$ cat src/rtl/cap_seq_pkg.sv
package cap_seq_pkg;
  typedef enum logic [1:0] {
    ST_IDLE  = 2'd0,
    ST_ARMED = 2'd1,
    ST_POST  = 2'd2,
    ST_DONE  = 2'd3
  } cap_state_e;

  localparam logic [1:0] STAT_BUSY = 2'd0;
  localparam logic [1:0] STAT_TRIG = 2'd1;
  localparam logic [1:0] STAT_DONE = 2'd2;

  function automatic logic [1:0] state_to_status(cap_state_e s);
    case (s)
      ST_POST: return STAT_TRIG;
      ST_DONE: return STAT_DONE;
      default: return STAT_BUSY;
    endcase
  endfunction
endpackage

$ cat src/rtl/cap_trig_combine.sv
module cap_trig_combine (
  input  logic en1_i,
  input  logic en2_i,
  input  logic and_mode_i,
  input  logic hit1_i,
  input  logic hit2_i,
  output logic fire_o
);
  always_comb begin
    case ({en1_i, en2_i})
      2'b00:   fire_o = 1'b1;  // unconditional
      2'b10:   fire_o = hit1_i;
      2'b01:   fire_o = hit2_i;
      default: fire_o = and_mode_i ? (hit1_i & hit2_i) : (hit1_i | hit2_i);
    endcase
  end
endmodule

$ cat src/rtl/cap_addr_ring.sv
module cap_addr_ring #(
  parameter int ADDR_W = 26
) (
  input  logic              clk_i,
  input  logic              rst_ni,
  input  logic              clr_i,
  input  logic              adv_i,
  input  logic [ADDR_W-1:0] last_i,
  output logic [ADDR_W-1:0] addr_o
);
  always_ff @(posedge clk_i or negedge rst_ni) begin
    if (!rst_ni)     addr_o <= '0;
    else if (clr_i)  addr_o <= '0;
    else if (adv_i)  addr_o <= (addr_o == last_i) ? '0 : addr_o + 1'b1;
  end

  p_wrap_r3: assert property (@(posedge clk_i) disable iff (!rst_ni)
    (adv_i && !clr_i && addr_o == last_i) |=> addr_o == '0);

  p_step_r3: assert property (@(posedge clk_i) disable iff (!rst_ni)
    (adv_i && !clr_i && addr_o != last_i) |=> addr_o == $past(addr_o) + 1'b1);
endmodule

$ cat src/rtl/cap_seq_fsm.sv
module cap_seq_fsm
  import cap_seq_pkg::*;
#(
  parameter int ADDR_W  = 26,
  parameter int BLK_SH  = 9,
  parameter int MIN_BLK = 4,
  localparam int BLK_W  = ADDR_W - BLK_SH + 1,
  localparam int DEP_W  = ADDR_W + 1
) (
  input  logic              clk_i,
  input  logic              rst_ni,
  input  logic              restart_i,
  input  logic              start_i,
  input  logic [BLK_W-1:0]  depth_blk_i,
  input  logic [DEP_W-1:0]  pre_i,
  input  logic              t1_en_i,
  input  logic              t2_en_i,
  input  logic              and_mode_i,
  input  logic              sample_vld_i,
  input  logic              fire_i,
  input  logic [ADDR_W-1:0] addr_i,
  output logic              en1_o,
  output logic              en2_o,
  output logic              and_o,
  output logic              wr_en_o,
  output logic              clr_o,
  output logic [ADDR_W-1:0] last_o,
  output logic [ADDR_W-1:0] trig_addr_o,
  output logic [ADDR_W-1:0] rd_start_o,
  output logic [1:0]        status_o
);
  localparam int MAX_BLK = 1 << (ADDR_W - BLK_SH);

  cap_state_e        state_q;
  logic [DEP_W-1:0]  depth_q, pre_q, fill_q, post_q;
  logic [ADDR_W-1:0] trig_q;

  logic [DEP_W-1:0] depth_in, post_init, trig_ext, back;
  logic cfg_ok, accept, wr, pre_met, running;

  assign depth_in  = {depth_blk_i, {BLK_SH{1'b0}}};
  assign cfg_ok    = (depth_blk_i >= BLK_W'(MIN_BLK)) && (depth_blk_i <= BLK_W'(MAX_BLK))
                     && (pre_i < depth_in);
  assign accept    = start_i && !restart_i && cfg_ok
                     && (state_q == ST_IDLE || state_q == ST_DONE);
  assign running   = (state_q == ST_ARMED) || (state_q == ST_POST);
  assign wr        = sample_vld_i && running && !restart_i;
  assign pre_met   = fill_q >= pre_q;
  assign post_init = depth_q - pre_q;

  always_ff @(posedge clk_i or negedge rst_ni) begin
    if (!rst_ni) begin
      state_q <= ST_IDLE;
      depth_q <= '0;
      pre_q   <= '0;
      fill_q  <= '0;
      post_q  <= '0;
      trig_q  <= '0;
      en1_o   <= 1'b0;
      en2_o   <= 1'b0;
      and_o   <= 1'b0;
    end else if (restart_i) begin
      state_q <= ST_IDLE;
      depth_q <= '0;
      pre_q   <= '0;
      fill_q  <= '0;
      post_q  <= '0;
      trig_q  <= '0;
    end else if (accept) begin
      state_q <= ST_ARMED;
      depth_q <= depth_in;
      pre_q   <= pre_i;
      fill_q  <= '0;
      post_q  <= '0;
      trig_q  <= '0;
      en1_o   <= t1_en_i;
      en2_o   <= t2_en_i;
      and_o   <= and_mode_i;
    end else if (wr) begin
      if (state_q == ST_ARMED) begin
        if (pre_met && fire_i) begin
          trig_q  <= addr_i;
          post_q  <= post_init - 1'b1;
          state_q <= (post_init == DEP_W'(1)) ? ST_DONE : ST_POST;
        end else if (!pre_met) begin
          fill_q <= fill_q + 1'b1;
        end
      end else begin
        post_q <= post_q - 1'b1;
        if (post_q == DEP_W'(1)) state_q <= ST_DONE;
      end
    end
  end

  // oldest window sample, modulo depth
  always_comb begin
    trig_ext = {1'b0, trig_q};
    if (trig_ext < pre_q) back = trig_ext + depth_q - pre_q;
    else                  back = trig_ext - pre_q;
  end

  assign wr_en_o     = wr;
  assign clr_o       = accept || restart_i;
  assign last_o      = ADDR_W'(depth_q - DEP_W'(1));
  assign trig_addr_o = trig_q;
  assign rd_start_o  = ADDR_W'(back);
  assign status_o    = state_to_status(state_q);

  p_no_early_trig_r4: assert property (@(posedge clk_i) disable iff (!rst_ni)
    (state_q == ST_ARMED && wr_en_o && fill_q < pre_q) |=> state_q == ST_ARMED);

  p_post_bound_r7: assert property (@(posedge clk_i) disable iff (!rst_ni)
    (state_q == ST_POST) |-> (post_q != '0 && post_q < post_init));

  p_stop_after_done_r7: assert property (@(posedge clk_i) disable iff (!rst_ni)
    (status_o == STAT_DONE) |-> !wr_en_o);

  p_status_legal_r8: assert property (@(posedge clk_i) disable iff (!rst_ni)
    status_o != 2'd3);

  p_restart_r9: assert property (@(posedge clk_i) disable iff (!rst_ni)
    restart_i |=> (status_o == STAT_BUSY && trig_addr_o == '0 && !wr_en_o));

  p_rd_range_r6: assert property (@(posedge clk_i) disable iff (!rst_ni)
    (state_q == ST_DONE) |-> ({1'b0, rd_start_o} < depth_q));
endmodule

$ cat src/rtl/capture_seq.sv
module capture_seq #(
  parameter int ADDR_W  = 26,
  parameter int BLK_SH  = 9,
  parameter int MIN_BLK = 4,
  localparam int BLK_W  = ADDR_W - BLK_SH + 1,
  localparam int DEP_W  = ADDR_W + 1
) (
  input  logic              clk_i,
  input  logic              rst_ni,
  input  logic              restart_i,
  input  logic              start_i,
  input  logic [BLK_W-1:0]  depth_blk_i,
  input  logic [DEP_W-1:0]  pre_i,
  input  logic              t1_en_i,
  input  logic              t2_en_i,
  input  logic              and_mode_i,
  input  logic              sample_vld_i,
  input  logic              hit1_i,
  input  logic              hit2_i,
  output logic              wr_en_o,
  output logic [ADDR_W-1:0] wr_addr_o,
  output logic [ADDR_W-1:0] trig_addr_o,
  output logic [ADDR_W-1:0] rd_start_o,
  output logic [1:0]        status_o
);
  logic en1, en2, and_m, fire, clr;
  logic [ADDR_W-1:0] last, addr;

  cap_trig_combine u_comb (
    .en1_i      (en1),
    .en2_i      (en2),
    .and_mode_i (and_m),
    .hit1_i     (hit1_i),
    .hit2_i     (hit2_i),
    .fire_o     (fire)
  );

  cap_addr_ring #(.ADDR_W(ADDR_W)) u_ring (
    .clk_i  (clk_i),
    .rst_ni (rst_ni),
    .clr_i  (clr),
    .adv_i  (wr_en_o),
    .last_i (last),
    .addr_o (addr)
  );

  cap_seq_fsm #(.ADDR_W(ADDR_W), .BLK_SH(BLK_SH), .MIN_BLK(MIN_BLK)) u_fsm (
    .clk_i        (clk_i),
    .rst_ni       (rst_ni),
    .restart_i    (restart_i),
    .start_i      (start_i),
    .depth_blk_i  (depth_blk_i),
    .pre_i        (pre_i),
    .t1_en_i      (t1_en_i),
    .t2_en_i      (t2_en_i),
    .and_mode_i   (and_mode_i),
    .sample_vld_i (sample_vld_i),
    .fire_i       (fire),
    .addr_i       (addr),
    .en1_o        (en1),
    .en2_o        (en2),
    .and_o        (and_m),
    .wr_en_o      (wr_en_o),
    .clr_o        (clr),
    .last_o       (last),
    .trig_addr_o  (trig_addr_o),
    .rd_start_o   (rd_start_o),
    .status_o     (status_o)
  );

  assign wr_addr_o = addr;

  p_idle_quiet_r1: assert property (@(posedge clk_i) disable iff (!rst_ni)
    (status_o == 2'd2) |=> (!wr_en_o || $past(start_i)));

  p_and_both_r5: assert property (@(posedge clk_i) disable iff (!rst_ni)
    ($rose(status_o != 2'd0) && $past(en1 && en2 && and_m))
      |-> $past(hit1_i && hit2_i));
endmodule

$ cat config.mk
export PLATFORM = sky130hd
export DESIGN_NAME = capture_seq
export DESIGN_NICKNAME = d
export VERILOG_FILES = /design/src/rtl/cap_seq_pkg.sv /design/src/rtl/cap_trig_combine.sv /design/src/rtl/cap_addr_ring.sv /design/src/rtl/cap_seq_fsm.sv /design/src/rtl/capture_seq.sv
export SDC_FILE = /design/constraint.sdc
export NUM_CORES = 1
export LEC_CHECK = 0
export ABC_AREA = 1
export CAP_MARGIN = 40
export CELL_PAD_IN_SITES_DETAIL_PLACEMENT = 1
export CELL_PAD_IN_SITES_GLOBAL_PLACEMENT = 1
export CORE_AREA = 2 2 172 242
export DETAILED_ROUTE_END_ITERATION = 7
export DIE_AREA = 0 0 174 244
export PLACE_DENSITY_LB_ADDON = 0.1
export RECOVER_POWER = 25
export SLEW_MARGIN = 10
export SYNTH_ARGS = -nofsm -noshare
export SYNTH_HDL_FRONTEND = slang
export SYNTH_SLANG_ARGS = --single-unit
$ cat constraint.sdc
create_clock -name clk_i -period 8 [get_ports clk_i]
set_clock_uncertainty 0.05 [all_clocks]
set_input_delay 1.6 -clock clk_i [delete_from_list [all_inputs] [get_ports clk_i]]
set_output_delay 1.6 -clock clk_i [all_outputs]
set_load 0.02 [all_outputs]
## After elaboration in Yosys (flattened, before gate mapping)

Index checks and enable logic that the tools add are counted.

| cells by class | value |
|---|---|
| add/sub/neg operators | 9 |
| $lt $le $gt $ge | 5 |
| eq/ne operators | 11 |
| multiplexer cells | 34 |
| bitwise operators | 3 |
| reductions and logical operators | 25 |

Operator list:

| kind | count |
|---|---|
| 27-bit two-way mux | 15 |
| 26-bit two-way mux | 9 |
| 27-bit by 1-bit equality test with 1-bit output (second input constant) | 2 |
| 27-bit by 1-bit subtractor with 27-bit output (second input constant) | 2 |
| 26-bit subtractor | 2 |
| 27-bit by 1-bit adder with 27-bit output (second input constant) | 1 |
| 27-bit >= comparator | 1 |
| 26-bit by 27-bit < comparator with 1-bit output | 1 |
| 27-bit < comparator | 1 |
| 27-bit subtractor | 1 |
| 26-bit by 1-bit adder with 26-bit output (second input constant) | 1 |
| 26-bit adder | 1 |
| 26-bit equality test | 1 |
| 26-bit by 1-bit subtractor with 26-bit output (second input constant) | 1 |
| 18-bit by 3-bit >= comparator with 1-bit output (second input constant) | 1 |
| 18-bit <= comparator (second input constant) | 1 |
| 2-bit two-way mux | 6 |
| 3-bit nonzero test | 3 |
| 1-bit logical AND | 8 |
| 2-bit equality test (second input constant) | 3 |
| 3-bit by 2-bit != test with 1-bit output (second input constant) | 2 |
| 3-bit AND reduction | 2 |
| 2-bit by 1-bit equality test with 1-bit output (second input constant) | 2 |
| 2-bit logical NOT | 2 |
| 13 further kinds | 18 |

| word-level totals | value |
|---|---|
| flip-flop bits (word level) | 165 |
| input bits | 55 |

## Logic depth before layout (Yosys ltp)

Gate-level depths: netlist of the first run.

| logic depth | value |
|---|---|
| depth after elaboration | 9 |
| mapped depth | 21 |

## Hierarchy

Synthesis of the first run repeated with hierarchy kept, for this count alone.

| second synthesis, totals | value |
|---|---|
| cell total of the unflattened synthesis | 2452 |
| area, all modules | 16014.1 sq um |

By module, submodules not included:

| module | times used | cells each | area each (sq um) | sequential area each (sq um) |
|---|---|---|---|---|
| cap_seq_fsm | 1 | 2131 | 13967.1 | 3253.1 |
| cap_addr_ring | 1 | 310 | 2005.7 | 650.6 |
| cap_trig_combine | 1 | 11 | 41.3 | 0.0 |

## Worst setup path after synthesis of the first run

OpenSTA, ideal clock, no wires.

| timing | value |
|---|---|
| kind | register to output |
| from | register u_fsm.pre_q[3] |
| to | output rd_start_o[17] |
| arrival | 2.962 ns |
| slack | 3.388 ns |
| stages on the path, launching flop included | 14 |
| path buffers | 0 |
| cell sequence | dfrtp_1 > inv_1 > ha_1 > inv_1 > fa_1 > inv_1 > a21oi_1 > o21ai_0 > nor2_1 > o21bai_1 > a21boi_0 > o21ai_0 > xnor2_1 > o21ai_0 |

| on the way | value |
|---|---|
| word-level cells in the longest chain between the ends | 2 |
| elaborated cells on any way between the ends | 4 |
| those cells by class | 2 x add/sub; 1 x order compare; 1 x mux |

RTL lines:

| item | RTL line | text |
|---|---|---|
| start, declared | cap_seq_fsm.sv:35 | `logic [DEP_W-1:0] depth_q, pre_q, fill_q, post_q;` |
| start signal, assigned | cap_seq_fsm.sv:72 | `pre_q <= pre_i;` |
| 26-bit subtractor (tied with other cells) | cap_seq_fsm.sv:99 | `else back = trig_ext - pre_q;` |
| 26-bit two-way mux * | cap_seq_fsm.sv:98 | `if (trig_ext < pre_q) back = trig_ext + depth_q - pre_q;` |
| end, declared | capture_seq.sv:23 | `output logic [ADDR_W-1:0] rd_start_o,` |

Every way passes the cells marked *; elsewhere a longest branch is shown, timed or not.

==> flow_summary.toml, run 1 <==
[critical_path]
end_kind = "asynchronous set/reset pin"
critical_path.top_delay_family = "buffers and inverters"
critPathBufInv = 2
slowest_stage = "clkbuf_1"
cp-start-kind = "primary input"
path_max_fanout = 67
cp.depth = 2
rr_startpoint = "u_fsm.pre_q[18]"
path_cells = "clkbuf_1 > clkbuf_1"
crit_top_cell = "clkbuf_1"
cp_data_required_time_ns = 8.05
cpPeakStageDelay_ns = 2.94
regToRegSetupSlack_ns = 4.26
crit_type = "primary input to asynchronous set/reset pin"
arrival_ns = 6.42
worstReg2RegEnd = "u_fsm.post_q[12]"
r2r_cells = 14

[pwr]
leakagePower_nw = 9.19
power_density_mw_per_mm2 = 310
ir_drop_mv = 0.291

[clock_tree]
clkSlewWorstSetupHoldPaths_ns = 0.08
clock_path_buffers = 2
cts_root_buf = "clkbuf_16"
cts_resized = 0
h-tree-depth = 4
insertion_delay_ns = 0.48
clkSinkCount = 156
cts.hold.buffers_added = 0
cts_inserted_buffers = 17
post-cts-setup-buffers = 0
cts_tree = "built"

[placed_design]
gp_congestion = 0.980
detailed_place_hpwl_um = 55000
portBuffers = 135
placed_area_mm2 = 0.0178

[sta]
setup_viol = 0
rsz0062_at_grt = "no"
maxSlewViolCount = 108
setup_tns_ns = 0
period_needed_ns = 6.36
finalCritPeriodShare_pct = 79.5
hold_viol = 0
tightest_slew_ns = 4.28
fmax_mhz = 157
maxSlewHeadroom_pct = -185

[grt]
track_usage_pct = 31.5
overflow = 0
grt_pass1_vias = 17600
grt_pass1_wl_um = 102000
grt_max_degree = 68
antenna_found_initial = 0

[flow_run]
maxCapViolations = 2

[cells_and_area]
diodes = 0
drive_above_1_share_pct = 4.91
layout.nets = 2738
area_delta_synth_final_pct = 15.6
finalInstanceArea_mm2 = 0.0184

[detailed_routing]
routed-via-count = 16800
drt_iter0_drc = 774
via_per_inst = 5.44
drt_first_pass_iters = 5
ant_nets = 0
post-route-drc-count = 0
drt_wl_total_um = 66400
post_drt_wl_per_cell_um = 21.5

[floorplanning]
initial_core_util_pct = 39.8
row_count = 87
die_h_um = 244
dieArea_mm2 = 0.0425
pin_count = 136
coreArea_mm2 = 0.0401
fp.dieW_um = 174

[yosys]
yosysMostFrequentCell = "nand2_1"
synth_seq_cells = 156
synth_warnings = 0
synth_flop_cell = "dfrtp_1"
syn-cell-area_mm2 = 0.0159
async_reset_ff_share_pct = 100
synth_seq_area_share_pct = 24.5
synth.cells.most_frequent = "nand2_1 (680), inv_1 (338), nor2_1 (211)"
yosys-top-cells-area = "dfrtp_1 (25%), nand2_1 (16%), ha_1 (9.7%), inv_1 (8.0%), o21ai_0 (5.4%)"
syn-num-nets = 2627
synthCells = 2424
yosys.area.top_type_share_pct = 24.5
synth.avg_cell_area_um2 = 6.57
ys_types = 58
synth_edf_count = 0
synth_top_area_cell = "dfrtp_1"

[hold_path]
hp-start = "u_fsm.and_o"
holdPathEnd = "u_fsm.and_o"
hp-class = "flip-flop to flip-flop"
hold_path_depth = 2

[status]
violations = "max-capacitance violations, max-slew violations"
status = "complete, but fails checks"
[cells by family after synthesis]
group	count (synthesis)	synth area share [%]
buffers and inverters	411	9.96
XOR/XNOR	112	6.28
flip-flops	156	24.5
adder cells (fa/ha/maj)	148	12.8
AO/OA/AOI/OAI	352	11.9
AND/OR/NAND/NOR	1245	34.5
[where the power goes]
part	internal [mW]	switching, mW	leakage [nW]	total [mW]
combinational	1.30	2.55	6.75	3.85
clock	0.421	0.445	0.291	0.866
sequential	0.872	0.115	2.15	0.988
total	2.59	3.12	9.19	5.70
[layer usage]
| metal | track usage [%] | up-vias | part of all wire [%] |
|---|---|---|---|
| met5 | 0 | - | 0 |
| li1 | - | 8054 | - |
| met1 | 34.8 | 8303 | 40 |
| met4 | 17.7 | 0 | 6.2 |
| met3 | 2.71 | 135 | 1.9 |
| met2 | 58.8 | 285 | 52 |
[state kept, by name, indices dropped and copies added, names as in the netlist]
register	cells
u_fsm.pre_q	27
u_fsm.trig_addr_o	26
u_fsm.en2_o	1
u_fsm.fill_q	27
u_fsm.en1_o	1
u_ring.addr_o	26
u_fsm.post_q	27
u_fsm.state_q	2
u_fsm.depth_q	18
u_fsm.and_o	1
[cells in the final DEF (no fill, tap or decap), types with 15 or more instances in the layout]
master	count
fa_1	25
o21ai_0	173
xor2_1	73
nand3_1	158
dfrtp_1	156
nand2_2	20
xnor2_1	38
nand2_1	680
clkdlybuf4s50_1	134
clkbuf_16	17
inv_1	338
ha_1	123
nor3_1	39
nor2_1	211
nand3b_1	20
o22ai_1	25
a21oi_1	96
nand4_1	51
o21ai_1	15
[layout make-up]
| class | count | area, um2 |
|---|---|---|
| clock inverters | 15 | 163 |
| multi-input cells | 1857 | 10400 |
| flip-flops and latches | 156 | 3900 |
| clock buffers | 17 | 425 |
| well taps | 534 | 668 |
| fillers | 5373 | 21600 |
| repair buffers | 149 | 1480 |
| inverters | 354 | 1330 |
[stage by stage]
stage / hold WS [ns] / setup WS, ns / utilization (%) / instances / power, mW
global route: 0.460 / 0.794 / 46.0 / 3082 / 6.16
CTS: 0.440 / 1.75 / 45.9 / 3081 / 5.71
global placement: 0.411 / 2.43 / 44.4 / 3048 / 4.73
finish: 0.444 / 1.64 / 46.0 / 3082 / 5.70
floorplan: 0.394 / 3.39 / - / 2424 / 3.52
detailed placement: 0.420 / 2.27 / 44.5 / 3049 / 4.83
[worst max-delay path by stage]
stage,startpoint,endpoint,slack (ns)
after floorplan,u_fsm.pre_q[3],rd_start_o[17],3.39
after global placement,u_fsm.pre_q[1],rd_start_o[8],2.43
after detailed placement,u_fsm.pre_q[3],rd_start_o[17],2.27
after CTS,u_fsm.pre_q[3],rd_start_o[17],1.75
after global routing,rst_ni,u_ring.addr_o[11],0.79
final,rst_ni,u_ring.addr_o[11],1.64
No activity file was read; power rests on OpenSTA's default activity.
==> run 2: changes to the inputs <==
--- a/config.mk
+++ b/config.mk
@@ -9,9 +9,9 @@
 export CAP_MARGIN = 40
 export CELL_PAD_IN_SITES_DETAIL_PLACEMENT = 1
 export CELL_PAD_IN_SITES_GLOBAL_PLACEMENT = 1
-export CORE_AREA = 2 2 172 242
+export CORE_AREA = 2 2 174 245
 export DETAILED_ROUTE_END_ITERATION = 7
-export DIE_AREA = 0 0 174 244
+export DIE_AREA = 0 0 176 247
 export PLACE_DENSITY_LB_ADDON = 0.1
 export RECOVER_POWER = 25
 export SLEW_MARGIN = 10
==> constraint.sdc (replaced) <==
create_clock -name clk_i -period 5.7 [get_ports clk_i]
set_clock_uncertainty 0.05 [all_clocks]
set_input_delay 1.14 -clock clk_i [delete_from_list [all_inputs] [get_ports clk_i]]
set_output_delay 1.14 -clock clk_i [all_outputs]
set_load 0.02 [all_outputs]
==> flow_summary.toml, run 2 (synthesis gave the netlist of run 1 again) <==
[status]
status = "complete, but fails checks"
violations = "max-capacitance violations, max-slew violations"

[pwr]
leakagePower_nw = 9.27
p_int_mw = 3.69
ir_drop_mv = 0.376
power_density_mw_per_mm2 = 435
pwr-share-clk_pct = 15.0
power.switching_mw = 4.37
pwr-share-seq_pct = 17.2
switching_share_pct = 54.2
comb_power_share_pct = 67.8
power_mw = 8.06

[cells_and_area]
area_delta_synth_final_pct = 16.5
final_cells = 3105
final_util_pct = 44.6
final_common_cell = "nand2_1"
drive_above_1_share_pct = 5.39
finalInstanceArea_mm2 = 0.0185
layout.nets = 2749
mostFrequentLayoutCells = "nand2_1 (680), inv_1 (338), nor2_1 (210)"
diodes = 0
top_regs = "u_fsm.fill_q (27), u_fsm.post_q (27), u_fsm.pre_q (27)"

[placed_design]
portBuffers = 135
detailed_place_hpwl_um = 59100
dp_cells = 3073
gp_congestion = 0.936
pre_cts_slack_ns = 0.613
placed_area_mm2 = 0.0180

[grt]
antenna_found_initial = 0
grt_pass1_wl_um = 107000
overflow = 0
grt_pass1_vias = 17800
grt_max_degree = 67
track_usage_pct = 32.9

[critical_path]
end_kind = "output port"
cp-start-kind = "flip-flop"
path_max_fanout = 5
path_cells = "inv_1 > ha_1 > inv_1 > fa_1 > nor2_1 > inv_1 > nor2_1 > inv_1 > nor3_1 > nor2_1 > o21ai_0 > a21oi_1 > xor2_1 > o21ai_0 > clkdlybuf4s50_1"
cpPeakStageDelay_ns = 0.65
crit_type = "flip-flop to output port"
regToRegSetupSlack_ns = 1.86
endpoint = "rd_start_o[19]"
cp-startpoint = "u_fsm.pre_q[6]"
crit_top_cell = "inv_1"
worstReg2RegEnd = "u_fsm.trig_addr_o[17]"
arrival_ns = 4.29
cp_data_required_time_ns = 4.51
rr_startpoint = "u_fsm.pre_q[6]"
slowest_stage = "clkdlybuf4s50_1"
r2r_cells = 12

[clock_tree]
clock_path_buffers = 2
cts.hold.buffers_added = 0
clkSlewWorstSetupHoldPaths_ns = 0.08
insertion_delay_ns = 0.46
clkSinkCount = 156
post-cts-setup-buffers = 0
h-tree-depth = 4
cts_root_buf = "clkbuf_16"
cts_tree = "built"
cts_inserted_buffers = 17

[detailed_routing]
via_per_inst = 5.46
post-route-drc-count = 0
drt_iter0_drc = 867
post_drt_wl_per_cell_um = 22.7
drt_first_pass_iters = 5
routed-via-count = 16900
ant_nets = 0
drt_wl_total_um = 70400

[floorplanning]
coreArea_mm2 = 0.0415
dieArea_mm2 = 0.0435
fp.dieW_um = 176
initial_core_util_pct = 38.3
die_h_um = 247
row_count = 89
pin_count = 136

[sta]
finalCritPeriodShare_pct = 96.1
maxSlewHeadroom_pct = -74.9
setup_tns_ns = 0
timing.hold.ws_ns = 0.436
tightest_slew_ns = 2.62
fmax_mhz = 183
period_needed_ns = 5.48
maxSlewViolCount = 93
layout_setup_ws_ns = 0.221
hold_viol = 0
setup_viol = 0
rsz0062_at_grt = "no"

[hold_path]
hp-class = "flip-flop to flip-flop"

[flow_run]
maxCapViolations = 2
==> run 2: worst min path at each step <==
stage | startpoint | endpoint | slack [ns] | depth (start not counted)
finish | u_fsm.and_o | u_fsm.and_o | 0.44 | 2
detailed placement | u_fsm.and_o | u_fsm.and_o | 0.42 | 2
floorplan | u_fsm.and_o | u_fsm.and_o | 0.39 | 2
global route | u_fsm.post_q[26] | u_fsm.post_q[26] | 0.47 | 2
CTS | u_fsm.post_q[26] | u_fsm.post_q[26] | 0.44 | 2
global placement | u_fsm.post_q[26] | u_fsm.post_q[26] | 0.41 | 2
==> run 2: power groups by stage <==
stage                     combinational [mW]  sequential [mW]  clock [mW]
after global placement                  5.30             1.40           0
after CTS                               5.47             1.38        1.23
after detailed placement                5.45             1.40           0
after global routing                    6.02             1.40        1.26
after floorplan                         3.58             1.35           0
final                                   5.47             1.38        1.21
==> run 2: worst max-delay path, delay by kind of cell, from the launching register on <==
family,cells,cell delay [ns]
buffers and inverters,5,1.17
adders and majority gates,2,0.73
and+or+nand+nor,4,0.56
AOI/OAI and AO/OA,3,0.65
xor gates and xnor gates,1,0.16
DFF,1,0.54
==> run 2: final cells by class <==
cell class	instances	area, um2
multi-input combinational	1857	10500
timing repair buffer	160	1590
clock inverter	15	153
sequential	156	3900
fill	5524	23000
clock buffer	17	425
inverter	354	1340
tap	546	683
==> run 2: per-layer routing <==
| layer | wire, um | track usage [%] | up-vias |
|---|---|---|---|
| li1 | - | - | 8083 |
| met1 | 26600 | 35.1 | 8288 |
| met2 | 36200 | 60.6 | 398 |
| met3 | 1780 | 2.57 | 171 |
| met4 | 5860 | 24.0 | 0 |
| met5 | 0 | 0 | - |
==> run 2: repair_timing <==
item | in CTS | in global routing
hold endpoints to repair | 0 | 0
endpoints found under the setup margin | 0 | 22
gates resized for setup | 0 | 8
